<file path="config.mk">
export PLATFORM = sky130hd
export DESIGN_NAME = ustr_core
export DESIGN_NICKNAME = d
export VERILOG_FILES = /design/src/rtl/ustr_pkg.sv /design/src/rtl/ustr_cfg.sv /design/src/rtl/ustr_tick.sv /design/src/rtl/ustr_tx.sv /design/src/rtl/ustr_rx.sv /design/src/rtl/ustr_core.sv
export SDC_FILE = /design/constraint.sdc
export NUM_CORES = 1
export LEC_CHECK = 0
export CORE_UTILIZATION = 52
export DETAILED_ROUTE_END_ITERATION = 8
export PLACE_DENSITY = 0.67
export SETUP_SLACK_MARGIN = 0.1
export SLEW_MARGIN = 20
export SYNTH_ARGS = -nofsm -noshare
export SYNTH_HDL_FRONTEND = slang
export SYNTH_SLANG_ARGS = --single-unit
</file>
<file path="constraint.sdc">
create_clock -name clk -period 7.9 [get_ports clk]
set_input_delay 1.58 -clock clk [delete_from_list [all_inputs] [get_ports clk]]
set_output_delay 1.58 -clock clk [all_outputs]
set_load 0.02 [all_outputs]
</file>
<file path="src/rtl/ustr_pkg.sv">
`timescale 1ns/1ps
package ustr_pkg;
  localparam int DATA_W = 8;
  localparam int DIV_W  = 12;
  localparam int OSR    = 16;
  localparam int CFG_W  = DIV_W + 5;

  typedef enum logic [1:0] {
    PAR_NONE  = 2'd0,
    PAR_EVEN  = 2'd1,
    PAR_ODD   = 2'd2,
    PAR_NONE3 = 2'd3
  } par_e;

  typedef struct packed {
    logic [DIV_W-1:0] div;
    logic             tx_en;
    logic             rx_en;
    logic             two_stop;
    par_e             par;
    logic             run;
  } cfg_t;

  // parity bit value for a byte under the given mode
  function automatic logic par_bit(input par_e m, input logic [DATA_W-1:0] d);
    return (m == PAR_ODD) ? ~^d : ^d;
  endfunction
endpackage

</file>
<file path="src/rtl/ustr_cfg.sv">
`timescale 1ns/1ps
module ustr_cfg
  import ustr_pkg::*;
#(
  parameter int PRESET_A = 324,
  parameter int PRESET_B = 24
) (
  input  logic             clk,
  input  logic             rst_n,
  input  logic [1:0]       strap,
  input  logic [CFG_W-1:0] word,
  input  logic             rxs,
  output cfg_t             cfg
);
  localparam int SH = $clog2(OSR);
  localparam int CW = DIV_W + SH + 1;

  logic             armed, meas, locked;
  logic [CW-1:0]    cnt;
  logic [DIV_W-1:0] div_q, div_new;
  logic [DIV_W:0]   q, qm2;

  // low time / 16 - 2, limited to the divisor range
  always_comb begin
    q   = cnt[CW-1:SH];
    qm2 = q - (DIV_W+1)'(2);
    if (q < (DIV_W+1)'(2)) div_new = '0;
    else if (qm2[DIV_W])   div_new = '1;
    else                   div_new = qm2[DIV_W-1:0];
  end

  always_ff @(posedge clk or negedge rst_n) begin
    if (!rst_n) begin
      armed  <= 1'b0;
      meas   <= 1'b0;
      locked <= 1'b0;
      cnt    <= '0;
      div_q  <= '0;
    end else if (strap == 2'b00 && !locked) begin
      if (!meas) begin
        if (rxs) armed <= 1'b1;
        else if (armed) begin
          meas <= 1'b1;
          cnt  <= CW'(1);
        end
      end else if (!rxs) begin
        if (cnt != '1) cnt <= cnt + 1'b1;
      end else begin
        locked <= 1'b1;
        meas   <= 1'b0;
        div_q  <= div_new;
      end
    end
  end

  always_comb begin
    cfg.div      = div_q;
    cfg.tx_en    = 1'b1;
    cfg.rx_en    = 1'b1;
    cfg.two_stop = 1'b1;
    cfg.par      = PAR_NONE;
    cfg.run      = 1'b1;
    case (strap)
      2'b00: begin
        cfg.rx_en = locked;
        cfg.run   = locked;
      end
      2'b01: cfg.div = DIV_W'(PRESET_A);
      2'b10: cfg.div = DIV_W'(PRESET_B);
      default: begin
        cfg.div      = word[DIV_W-1:0];
        cfg.tx_en    = word[DIV_W];
        cfg.rx_en    = word[DIV_W+1];
        cfg.two_stop = word[DIV_W+2];
        cfg.par      = par_e'(word[DIV_W+4:DIV_W+3]);
      end
    endcase
  end

  assert_lock_sticky_R4: assert property (@(posedge clk) disable iff (!rst_n)
    locked |=> locked);
  assert_halt_unlocked_R4: assert property (@(posedge clk) disable iff (!rst_n)
    (strap == 2'b00 && !locked) |-> (!cfg.run && !cfg.rx_en));
endmodule

</file>
<file path="src/rtl/ustr_tick.sv">
`timescale 1ns/1ps
module ustr_tick
  import ustr_pkg::*;
(
  input  logic             clk,
  input  logic             rst_n,
  input  logic             run,
  input  logic [DIV_W-1:0] div,
  output logic             tick
);
  logic [DIV_W:0] per, hi_len, lo_len, cnt;
  logic           phase;

  assign per    = {1'b0, div} + (DIV_W+1)'(2);
  assign hi_len = per >> 1;
  assign lo_len = per - hi_len;

  always_ff @(posedge clk or negedge rst_n) begin
    if (!rst_n) begin
      phase <= 1'b0;
      cnt   <= '0;
      tick  <= 1'b0;
    end else if (!run) begin
      phase <= 1'b0;
      cnt   <= '0;
      tick  <= 1'b0;
    end else begin
      tick <= 1'b0;
      if (!phase) begin
        if (cnt >= lo_len - 1'b1) begin
          phase <= 1'b1;
          cnt   <= '0;
          tick  <= 1'b1;
        end else cnt <= cnt + 1'b1;
      end else begin
        if (cnt >= hi_len - 1'b1) begin
          phase <= 1'b0;
          cnt   <= '0;
        end else cnt <= cnt + 1'b1;
      end
    end
  end

  // independent spacing monitor
  logic [DIV_W+1:0] gap;
  logic             seen;
  logic [DIV_W-1:0] div_prev;
  always_ff @(posedge clk or negedge rst_n) begin
    if (!rst_n) begin
      gap      <= '0;
      seen     <= 1'b0;
      div_prev <= '0;
    end else begin
      div_prev <= div;
      if (!run || div != div_prev) seen <= 1'b0;
      else if (tick) seen <= 1'b1;
      if (tick) gap <= (DIV_W+2)'(1);
      else if (gap != '1) gap <= gap + 1'b1;
    end
  end

  assert_tick_gap_R1: assert property (@(posedge clk) disable iff (!rst_n)
    (tick && seen && run && div == div_prev) |-> (gap == {1'b0, per}));
  assert_tick_pulse_R1: assert property (@(posedge clk) disable iff (!rst_n)
    tick |=> !tick);
endmodule

</file>
<file path="src/rtl/ustr_tx.sv">
`timescale 1ns/1ps
module ustr_tx
  import ustr_pkg::*;
(
  input  logic              clk,
  input  logic              rst_n,
  input  logic              tick,
  input  logic              en,
  input  logic              run,
  input  logic              two_stop,
  input  par_e              par,
  input  logic [DATA_W-1:0] tx_data,
  input  logic              tx_valid,
  output logic              tx_ready,
  output logic              txd
);
  localparam int FW = DATA_W + 4;
  localparam int TW = $clog2(OSR);
  localparam int NW = $clog2(FW + 1);

  typedef enum logic [1:0] {T_IDLE, T_WAIT, T_SEND} tst_e;

  tst_e           st;
  logic [FW-1:0]  sh;
  logic [NW-1:0]  nleft;
  logic [TW-1:0]  tcnt;
  logic           has_par;

  assign has_par  = (par == PAR_EVEN) || (par == PAR_ODD);
  assign tx_ready = (st == T_IDLE) && en && run;
  assign txd      = (st == T_SEND) ? sh[0] : 1'b1;

  always_ff @(posedge clk or negedge rst_n) begin
    if (!rst_n) begin
      st    <= T_IDLE;
      sh    <= '1;
      nleft <= '0;
      tcnt  <= '0;
    end else if (!run) begin
      st    <= T_IDLE;
      sh    <= '1;
      nleft <= '0;
      tcnt  <= '0;
    end else begin
      case (st)
        T_IDLE: if (tx_valid && tx_ready) begin
          sh    <= {2'b11, has_par ? par_bit(par, tx_data) : 1'b1, tx_data, 1'b0};
          nleft <= NW'(DATA_W + 2 + (has_par ? 1 : 0) + (two_stop ? 1 : 0));
          st    <= T_WAIT;
        end
        T_WAIT: if (tick) begin
          st   <= T_SEND;
          tcnt <= '0;
        end
        T_SEND: if (tick) begin
          if (tcnt == TW'(OSR - 1)) begin
            tcnt  <= '0;
            sh    <= {1'b1, sh[FW-1:1]};
            nleft <= nleft - 1'b1;
            if (nleft == NW'(1)) st <= T_IDLE;
          end else tcnt <= tcnt + 1'b1;
        end
        default: st <= T_IDLE;
      endcase
    end
  end

  assert_ready_drops_R6: assert property (@(posedge clk) disable iff (!rst_n)
    (tx_valid && tx_ready) |=> !tx_ready);
  assert_bits_left_R5: assert property (@(posedge clk) disable iff (!rst_n)
    (st == T_SEND) |-> (nleft != '0));
endmodule

</file>
<file path="src/rtl/ustr_rx.sv">
`timescale 1ns/1ps
module ustr_rx
  import ustr_pkg::*;
(
  input  logic              clk,
  input  logic              rst_n,
  input  logic              tick,
  input  logic              en,
  input  par_e              par,
  input  logic              rxs,
  output logic [DATA_W-1:0] rx_data,
  output logic              rx_valid,
  input  logic              rx_ready,
  output logic              frm_err,
  output logic              par_err
);
  localparam int TW = $clog2(OSR);
  localparam int BW = $clog2(DATA_W);

  typedef enum logic [2:0] {R_IDLE, R_START, R_DATA, R_PAR, R_STOP} rxst_e;

  rxst_e             st;
  logic              prev, pbit, full, has_par, mid, half;
  logic [TW-1:0]     tcnt;
  logic [BW-1:0]     bitn;
  logic [DATA_W-1:0] sr, hold;

  assign has_par  = (par == PAR_EVEN) || (par == PAR_ODD);
  assign mid      = tick && (tcnt == TW'(OSR - 1));
  assign half     = tick && (tcnt == TW'(OSR / 2 - 1));
  assign rx_valid = full;
  assign rx_data  = hold;

  always_ff @(posedge clk or negedge rst_n) begin
    if (!rst_n) begin
      st      <= R_IDLE;
      prev    <= 1'b1;
      pbit    <= 1'b0;
      full    <= 1'b0;
      tcnt    <= '0;
      bitn    <= '0;
      sr      <= '0;
      hold    <= '0;
      frm_err <= 1'b0;
      par_err <= 1'b0;
    end else begin
      prev    <= rxs;
      frm_err <= 1'b0;
      par_err <= 1'b0;
      if (full && rx_ready) full <= 1'b0;
      if (!en) st <= R_IDLE;
      else begin
        case (st)
          R_IDLE: if (prev && !rxs) begin
            st   <= R_START;
            tcnt <= '0;
          end
          R_START: if (half) begin
            tcnt <= '0;
            bitn <= '0;
            st   <= rxs ? R_IDLE : R_DATA;
          end else if (tick) tcnt <= tcnt + 1'b1;
          R_DATA: if (mid) begin
            tcnt <= '0;
            sr   <= {rxs, sr[DATA_W-1:1]};
            bitn <= bitn + 1'b1;
            if (bitn == BW'(DATA_W - 1)) st <= has_par ? R_PAR : R_STOP;
          end else if (tick) tcnt <= tcnt + 1'b1;
          R_PAR: if (mid) begin
            tcnt <= '0;
            pbit <= rxs;
            st   <= R_STOP;
          end else if (tick) tcnt <= tcnt + 1'b1;
          R_STOP: if (mid) begin
            tcnt    <= '0;
            st      <= R_IDLE;
            frm_err <= !rxs;
            par_err <= has_par && (pbit != par_bit(par, sr));
            if (!full || rx_ready) begin
              hold <= sr;
              full <= 1'b1;
            end
          end else if (tick) tcnt <= tcnt + 1'b1;
          default: st <= R_IDLE;
        endcase
      end
    end
  end

  assert_hold_stable_R8: assert property (@(posedge clk) disable iff (!rst_n)
    (rx_valid && !rx_ready) |=> (rx_valid && $stable(rx_data)));
  assert_err_with_valid_R9: assert property (@(posedge clk) disable iff (!rst_n)
    (frm_err || par_err) |-> rx_valid);
  assert_quiet_when_off_R11: assert property (@(posedge clk) disable iff (!rst_n)
    (!en && !$past(en)) |-> (!frm_err && !par_err));
endmodule

</file>
<file path="src/rtl/ustr_core.sv">
`timescale 1ns/1ps
module ustr_core
  import ustr_pkg::*;
#(
  parameter int PRESET_A = 324,
  parameter int PRESET_B = 24
) (
  input  logic              clk,
  input  logic              rst_n,
  input  logic [1:0]        strap,
  input  logic [CFG_W-1:0]  cfg_word,
  input  logic [DATA_W-1:0] tx_data,
  input  logic              tx_valid,
  output logic              tx_ready,
  output logic              txd,
  input  logic              rxd,
  output logic [DATA_W-1:0] rx_data,
  output logic              rx_valid,
  input  logic              rx_ready,
  output logic              frm_err,
  output logic              par_err,
  output logic              tick16
);
  logic rx_m, rx_s, tick;
  cfg_t cfg;

  always_ff @(posedge clk or negedge rst_n) begin
    if (!rst_n) begin
      rx_m <= 1'b1;
      rx_s <= 1'b1;
    end else begin
      rx_m <= rxd;
      rx_s <= rx_m;
    end
  end

  ustr_cfg #(.PRESET_A(PRESET_A), .PRESET_B(PRESET_B)) u_cfg (
    .clk(clk), .rst_n(rst_n), .strap(strap), .word(cfg_word), .rxs(rx_s), .cfg(cfg)
  );

  ustr_tick u_tick (
    .clk(clk), .rst_n(rst_n), .run(cfg.run), .div(cfg.div), .tick(tick)
  );

  ustr_tx u_tx (
    .clk(clk), .rst_n(rst_n), .tick(tick), .en(cfg.tx_en), .run(cfg.run),
    .two_stop(cfg.two_stop), .par(cfg.par), .tx_data(tx_data), .tx_valid(tx_valid),
    .tx_ready(tx_ready), .txd(txd)
  );

  ustr_rx u_rx (
    .clk(clk), .rst_n(rst_n), .tick(tick), .en(cfg.rx_en), .par(cfg.par), .rxs(rx_s),
    .rx_data(rx_data), .rx_valid(rx_valid), .rx_ready(rx_ready),
    .frm_err(frm_err), .par_err(par_err)
  );

  assign tick16 = tick;

  assert_idle_high_R7: assert property (@(posedge clk) disable iff (!rst_n)
    (!cfg.tx_en && tx_ready == 1'b0 && $past(!cfg.tx_en) && $past(txd)) |-> txd);
endmodule

</file>
==> impl_metrics.ini, run 1 <==
[pwr]
powerDensity_nw_per_um2 = 256
power_mw = 2.08
peakVddDrop_uv = 186
cellLeakagePower_nw = 3.56

[logic_synthesis]
yosys-top-cells-area = dfrtp_1 30%, ha_1 10%, xnor2_1 6.3%
synth_top_area_cell = dfrtp_1
syn-num-nets = 870
avgSynthCellArea_sq_um = 9.27
ys_seq_area_frac = 0.349
synth.distinct_cells = 83
synth-edff-count = 0
ys.flop_type = dfrtp_1
synth_warnings = 0
synthArstFlopShare = 1.00
synth_seq_cells = 100
synth_top_area_frac = 0.302
netlist_area_sq_um = 7220
postSynthCellCount = 779

[timing]
clock_skew_ns = 0.00681
setup_ws_ns = 0.651
rsz0062_at_grt = no
slew_headroom = 0.458
hold_viol = 0
fmax_ghz = 0.138
fin_crit_sh = 0.918
worst_pin_slew_ns = 0.807
maxSlewViolCount = 0
tns_ns = 0
whs_ns = 0.356
post-route-min-period_ns = 7.25
setup_violations = 0

[worst_setup_path]
startpoint_type = input port
r2r_slack_ns = 2.54
crit_path_max_fanout = 21
setup.worst_path.class = in2reg
worst_path_dominant_cell_family = compound AO/OA/AOI/OAI gates
cp_slowest_cell = clkdlybuf4s50_1
crit_chain = clkdlybuf4s50_1, ha_1, buf_4, a211oi_2, a211oi_4, nand3_1, xnor2_2, inv_2, ha_1, or2_2, nor3b_1, or3b_2, a41o_1, xnor2_1, ha_1, nand4_1, a21oi_1, o311ai_0, a211o_1, nand2_1, a211oi_1
slowest_delay_ns = 0.51
cp-end-kind = flip-flop
crit_buf_inv = 3
crit_top_cell = ha_1
cp.arrival_ns = 7.49
required_ns = 8.15

[cells_and_area]
final_cell_mix = 87 x dfrtp_1, 67 x nor2_1, 61 x nand2_1
drive_above_1_share = 0.110
layout_commonest_cell = dfrtp_1
final_util = 0.606
num-fill-cells = 1193
diodes = 0
fin_nets = 905
syn2layout_area_growth_pct = 12.4
final_area_sq_um = 8120
final-instance-count-excl-fill = 995

[clock_network]
postCtsResizedCells = 0
cts-root-buf = clkbuf_16
numCtsBuffers = 9
clk_pin_slew_worst_paths_ns = 0.07
cts_tree = built
cts_sinks = 100
htree_levels = 3
cts_buffer_depth = 2
postCtsSetupBuffers = 0
hold_buffers = 0
worstSkewPairLatency_ns = 0.35

[grt]
grt_pass1_wl_mm = 26.6
antenna_found_initial = 0
grt_max_degree = 85
grt_remaining_overflow = 0
grt_util_all_layers = 0.229
grt_pass1_vias = 5611

[floorplan]
dieArea_sq_um = 14400
start_util = 0.539
core_area_sq_um = 13400
rows = 42
io_pins = 46
die_x_um = 120
fp.dieH_um = 120

[route]
drt_iter0_drc = 243
drt-total-wl_mm = 15.5
ant_nets = 0
firstDrtPassIters = 5
wire_per_inst_um = 15.6
vias = 5706
via_per_inst = 5.73
drt_drc_violations_left = 0

[status]
outcome = completed

[placement]
place_inst = 979
dp_slack_ns = 0.307
port_buffers = 45
hpwl_mm = 11.6
dpl-instance-area_sq_um = 7830
gp_congestion = 0.881

[hold_path]
hold_path_class = reg2reg

[job]
maxCapViolations = 0
cells in the mapped netlist, types with 3 or more instances:
master     instances
nor3b_1            4
nand3_1           30
a22o_1            16
o21ai_0           29
nor3_1            25
mux2i_1           12
a22oi_1            3
a211oi_2           4
or3_1              7
a211oi_1          16
dfrtp_1           87
xnor2_1           52
nor4_1             4
o21a_1             3
a31oi_1           10
and3_1             9
o211ai_1           3
nor2b_1           13
nor2_1            67
o21bai_1           4
and2_1             6
xor2_1            28
inv_1             31
a21o_1             8
clkbuf_1          27
dfstp_2           13
nand3b_1           3
ha_1              59
mux2_2            18
nand2b_1          17
nand2_1           61
a211o_1            5
a2111oi_0          3
a21oi_1           29
nand4_1           11
o31ai_1            3
state kept, by name, indices dropped and copies added, names as in the netlist, 2 cells and up:
register / count
u_cfg.cnt: 17
u_rx.rx_data: 8
u_tx.tcnt: 4
u_tick.cnt: 13
u_rx.bitn: 3
u_cfg.div_q: 12
u_rx.tcnt: 4
u_tx.st: 2
u_rx.st: 3
u_tx.nleft: 4
u_tx.sh: 10
u_rx.sr: 8
path summary, 6_finish.rpt:
kind                                startpoint       endpoint  cells past startpoint
worst max-delay path                  strap[0]  u_tick.cnt[5]                     21
worst min-delay path                      rx_m           rx_s                      0
worst max register to register  u_cfg.div_q[2]  u_tick.cnt[5]                     22
worst min register to register            rx_m           rx_s                      0
max in group asynchronous                rst_n  u_cfg.cnt[11]                      2
min in group asynchronous                rst_n   u_tick.phase                      1
per-layer routing:
metal,track usage,share of wire,vias to the layer above
met1,0.299,0.46,2735
li1,-,-,2850
met5,0,0,-
met3,0.0413,0.036,20
met4,0.0664,0.016,0
met2,0.387,0.49,101
area by class of cell:
cell class / instances / area [sq um] / area share
multi-input cells: 613 / 4430 / 0.546
flip-flops and latches: 100 / 2520 / 0.310
repair buffers: 56 / 534 / 0.0658
clock buffers: 10 / 239 / 0.0294
well taps: 176 / 220 / 0.0271
inverters: 34 / 133 / 0.0163
clock inverters: 6 / 45.0 / 0.00555
power breakdown:
part / switching (mW) / internal (mW)
Combinational: 0.512 / 0.399
Sequential: 0.105 / 0.639
Clock: 0.198 / 0.225
Total: 0.815 / 1.26
cells by family (layout without fill, tap and decap cells):
kind of cell,Yosys count,after routing,share of synthesized area
AOI/OAI and AO/OA,161,161,0.162
xor gates and xnor gates,83,83,0.105
adders and majority gates,59,59,0.102
buffers and inverters,66,106,0.0378
DFF,100,100,0.349
muxes,30,30,0.0447
and+or+nand+nor,280,280,0.199
(Power assumes the default switching activity.)
==> run 2: changes to the inputs <==
Settings changed: CORE_UTILIZATION 52 to 65, PLACE_DENSITY 0.67 to 0.82.
==> run 2 against run 1 <==
Effect of this change: final area down 1.5%; via count increased by 1.2%; sequential power is essentially flat.
==> impl_metrics.ini, run 2 (synthesis results as in run 1) <==
[worst_setup_path]
crit_top_cell = ha_1
startpoint_type = input port
required_ns = 8.17
crit_chain = clkdlybuf4s50_1, inv_1, ha_1, nand3b_2, and2_0, inv_1, ha_1, nand3_1, o21ai_0, o21ai_0, buf_4, ha_1, or2_2, nor3b_1, or3b_2, a41o_1, xnor2_1, ha_1, nand4_1, a21oi_1, o311ai_0, a211o_2, nand2_1, a211oi_1
cp.arrival_ns = 7.43
worst_path_dominant_cell_family = simple AND/OR/NAND/NOR gates
crit_buf_inv = 4
cp_slowest_cell = ha_1
setup.worst_path.class = in2reg
crit_path_max_fanout = 14
cp-end-kind = flip-flop
r2r_slack_ns = 2.60
slowest_delay_ns = 0.48

[grt]
top_usage_layer = met2
grt_max_degree = 78
met2_usage = 0.506
grt_remaining_overflow = 0
grt_util_all_layers = 0.285
grtUsageMet3 = 0.0508
antenna_found_initial = 0
grt_pass1_vias = 5750
met1_usage = 0.349
grt_pass1_wl_mm = 26.1

[cells_and_area]
top_regs = u_cfg.cnt (17), u_tick.cnt (13), u_cfg.div_q (12)
final_area_sq_um = 8000
drive_above_1_share = 0.112
regMostFlops = u_cfg.cnt
layout_commonest_cell = dfrtp_1
diodes = 0
final_util = 0.738
final_cell_mix = 87 x dfrtp_1, 67 x nor2_1, 61 x nand2_1
largest_reg_flops = 17
fin_nets = 905
syn2layout_area_growth_pct = 10.8

[clock_network]
worstSkewPairLatency_ns = 0.39
cts-root-buf = clkbuf_8
numCtsBuffers = 9
cts_buffer_depth = 2
postCtsSetupBuffers = 0
htree_levels = 3
cts_tree = built
cts_sinks = 100
clk_pin_slew_worst_paths_ns = 0.10

[route]
via_per_inst = 6.02
drt_drc_violations_left = 0
ant_nets = 0
wire_per_inst_um = 16.1
drt_iter0_drc = 394
drt-total-wl_mm = 15.5
firstDrtPassIters = 4
vias = 5777

[timing]
tns_ns = 0
post-route-min-period_ns = 7.16
clock_skew_ns = 0.00787
maxSlewViolCount = 0
fmax_ghz = 0.140
setup_violations = 0
hold_viol = 0
rsz0062_at_grt = no
fin_crit_sh = 0.907
setup_ws_ns = 0.737
slew_headroom = 0.339
worst_pin_slew_ns = 0.992

[floorplan]
dieArea_sq_um = 11500
rows = 38
die_x_um = 107
io_pins = 46
core_area_sq_um = 10800
fp.dieH_um = 107
start_util = 0.666

[pwr]
cellLeakagePower_nw = 3.52
peakVddDrop_uv = 202
powerDensity_nw_per_um2 = 251
power_mw = 2.01

[status]
outcome = completed

[placement]
dp_slack_ns = 0.242
gp_congestion = 0.925
dpl-instance-area_sq_um = 7790
port_buffers = 45
hpwl_mm = 11.6

[job]
maxCapViolations = 0

[hold_path]
hold_path_class = reg2reg
run 2: layer usage:
layer,share of wire,wire length (um)
met1,0.45,6930
met2,0.50,7810
met3,0.029,454
met4,0.018,286
met5,0,0
run 2: timing repair:
action                                  in CTS  in global routing
hold buffers                                 0                  0
resized for setup                            0                  2
endpoints found under the setup margin       0                  6
run 2: worst register-to-register path, delay by kind of cell, from the launching register on:
family / cells / cell delay (ns)
simple gates: 8 / 1.17
buf+inv: 1 / 0.18
flops: 1 / 0.42
fa+ha+maj: 3 / 0.74
xor+xnor: 2 / 0.36
compound gates: 8 / 2.33
run 2: power by group:
group / leakage (nW) / internal [mW] / total [mW] / switching, mW
clock network: 0.103 / 0.151 / 0.343 / 0.191
registers: 1.30 / 0.638 / 0.747 / 0.109
logic: 2.12 / 0.402 / 0.921 / 0.519
total: 3.52 / 1.19 / 2.01 / 0.820
run 2: layout make-up:
cell class / instances / area, sq um
clock buffer: 9 / 124
clock inverter: 7 / 80.1
fill: 795 / 2840
inverter: 34 / 133
multi-input combinational: 613 / 4440
sequential: 100 / 2520
tap: 140 / 175
timing repair buffer: 56 / 531
run 2: path summary, 6_finish.rpt:
check,cells after the start,from,to
max in group asynchronous,2,rst_n,u_rx.rx_data[2]
worst max register to register,22,u_cfg.div_q[2],u_tick.cnt[10]
worst min register to register,0,rx_m,rx_s
worst min-delay path,0,rx_m,rx_s
worst max-delay path,24,strap[0],u_tick.cnt[10]
min in group asynchronous,1,rst_n,u_tick.cnt[10]
run 2: stage by stage:
stage / hold WS, ns / cells
floorplan: 0.345 / 779
global route: 0.366 / 959
detailed placement: 0.347 / 943
CTS: 0.362 / 959
global placement: 0.346 / 943
finish: 0.362 / 959
==> run 3: changes to the inputs <==
Settings changed: ABC_AREA set to 1, CORE_ASPECT_RATIO set to 1.2.
==> run 3 against run 2 <==
Effect of this change: die area rose by 1.6%; power grew 9.5%; register-to-register slack improved by 1.3 ns; area after synthesis is 1.6% higher; flip-flop and latch count is the same; worst setup slack better by 0.93 ns; sequential share of layout area fell by 0.75 points.
==> impl_metrics.ini, run 3 <==
[clock_network]
postCtsSetupBuffers = 0
numCtsBuffers = 9
htree_levels = 3
postCtsResizedCells = 0
hold_buffers = 0
cts_tree = built
cts_sinks = 100
cts-root-buf = clkbuf_16
worstSkewPairLatency_ns = 0.35
cts_buffer_depth = 2
clk_pin_slew_worst_paths_ns = 0.07

[logic_synthesis]
synth_seq_cells = 100
synth_top_area_frac = 0.297
avgSynthCellArea_sq_um = 7.38
ys_seq_area_frac = 0.343
synthTopCellsByCount = 223 x nand2_1, 139 x inv_1, 94 x nor2_1
yosysMostFrequentCell = nand2_1
ys.flop_type = dfrtp_1
postSynthCellCount = 994
synth.distinct_cells = 49
synth_top_area_cell = dfrtp_1
syn-num-nets = 1085
synth-edff-count = 0
yosys-top-cells-area = dfrtp_1 30%, nand2_1 11%, ha_1 10%
synth_warnings = 0
netlist_area_sq_um = 7340
synthArstFlopShare = 1.00

[cells_and_area]
syn2layout_area_growth_pct = 11.7
drive_above_1_share = 0.0931
diodes = 0
layout_commonest_cell = nand2_1
final_cell_mix = 223 x nand2_1, 139 x inv_1, 94 x nor2_1
fin_nets = 1128
top_regs = u_cfg.cnt (17), u_tick.cnt (13), u_cfg.div_q (12)
num-fill-cells = 895
largest_reg_flops = 17
regMostFlops = u_cfg.cnt
regArea_sq_um = 2520
multi_input_area_sq_um = 4160

[worst_setup_path]
r2r_slack_ns = 3.86
setup.worst_path.class = in2reg
slowest_delay_ns = 0.48
reg2reg_depth = 25
cp-end-kind = flip-flop
cp.arrival_ns = 6.50
startpoint_type = input port
required_ns = 8.17
crit_top_cell = nand2_1
cp_slowest_cell = clkdlybuf4s50_1
crit_path_max_fanout = 15

[route]
drt-total-wl_mm = 16.0
ant_nets = 0
via_per_inst = 5.50
drt_iter0_drc = 307
drt_drc_violations_left = 0
firstDrtPassIters = 5
wire_per_inst_um = 13.6
vias = 6460

[floorplan]
fp.dieH_um = 118
rows = 42
dieArea_sq_um = 11700
start_util = 0.665
io_pins = 46
core_area_sq_um = 11000
die_x_um = 99.0

[placement]
hpwl_mm = 12.2
gp_congestion = 0.888
port_buffers = 45

[pwr]
cellLeakagePower_nw = 4.07
powerDensity_nw_per_um2 = 269
power_mw = 2.20
peakVddDrop_uv = 226

[grt]
grt_pass1_vias = 6299
grt_remaining_overflow = 0
grt_util_all_layers = 0.292
grtUsageMet3 = 0.0396
met2_usage = 0.536
met1_usage = 0.347
grt_max_degree = 69
top_usage_layer = met2
grt_pass1_wl_mm = 27.5
antenna_found_initial = 0

[timing]
tns_ns = 0
clock_skew_ns = 0.00822
hold_viol = 0
post-route-min-period_ns = 6.23
worst_pin_slew_ns = 0.863
setup_violations = 0
fin_crit_sh = 0.789
maxSlewViolCount = 0
rsz0062_at_grt = no
slew_headroom = 0.420
fmax_ghz = 0.160

[hold_path]
hold_path_class = reg2reg
hold_depth = 0

[job]
maxCapViolations = 0

[status]
outcome = completed
[run 3: changes by cell type in the layout (fill, tap and decap cells not counted), moves of 16 or more]
cell,previous run,this run
nand2_2,1,23
xnor2_1,52,11
inv_1,31,139
o21ai_0,29,47
a22o_1,16,0
nand3_1,30,47
nand2_1,61,223
nor2_1,67,94
nand2b_1,17,0
mux2_2,18,1
[run 3: final cells by class]
type,instances,area share
multi-input cells,728,0.508
flip-flops and latches,100,0.307
inverters,150,0.0687
repair buffers,48,0.0574
clock buffers,10,0.0279
well taps,132,0.0202
clock inverters,6,0.0101
[run 3: worst paths after layout]
check / endpoint / from
worst min-delay path: rx_s / rx_m
min in group asynchronous: u_tick.cnt[11] / rst_n
max in group asynchronous: u_rx.bitn[1] / rst_n
worst max-delay path: u_tick.cnt[12] / strap[0]
worst min register to register: rx_s / rx_m
worst max register to register: u_tick.cnt[12] / u_cfg.div_q[1]
[run 3: power breakdown]
group          leakage (nW)  internal [mW]  switching (mW)
Clock                 0.148          0.252           0.205
Sequential             1.28          0.654           0.101
Combinational          2.64          0.367           0.624
Total                  4.07           1.27           0.929
[run 3: metal layers]
metal  up-vias  part of all wire
met5         -                 0
met4         0             0.026
met3        31             0.029
met2       118              0.52
met1      2993              0.43
li1       3318                 -
[run 3: logic make-up (layout without fill, tap and decap cells)]
family,Yosys count,after routing,share of synthesized area
DFF,100,100,0.343
AOI/OAI and AO/OA,146,146,0.114
buffers and inverters,166,214,0.0892
and+or+nand+nor,476,476,0.297
xor gates and xnor gates,46,46,0.0549
adders and majority gates,59,59,0.101
muxes,1,1,0.00153
[run 3: stage by stage]
step                hold WS (ns)  worst slack (ns)  instance area, sq um  cells  utilization
floorplan                  0.345              2.68                  7340    994            -
global placement           0.347              1.60                  7870   1157        0.713
detailed placement         0.347              1.35                  7870   1157        0.713
CTS                        0.367              1.71                  8190   1173        0.742
global route               0.369              1.12                  8190   1174        0.742
finish                     0.370              1.67                  8190   1174        0.742
[run 3: worst max-delay path: cells and delay by family]
| family | cells | cell delay [ns] |
|---|---|---|
| and+or+nand+nor | 19 | 2.25 |
| adders and majority gates | 4 | 1.34 |
| buffers and inverters | 4 | 0.93 |
| AOI/OAI and AO/OA | 3 | 0.39 |
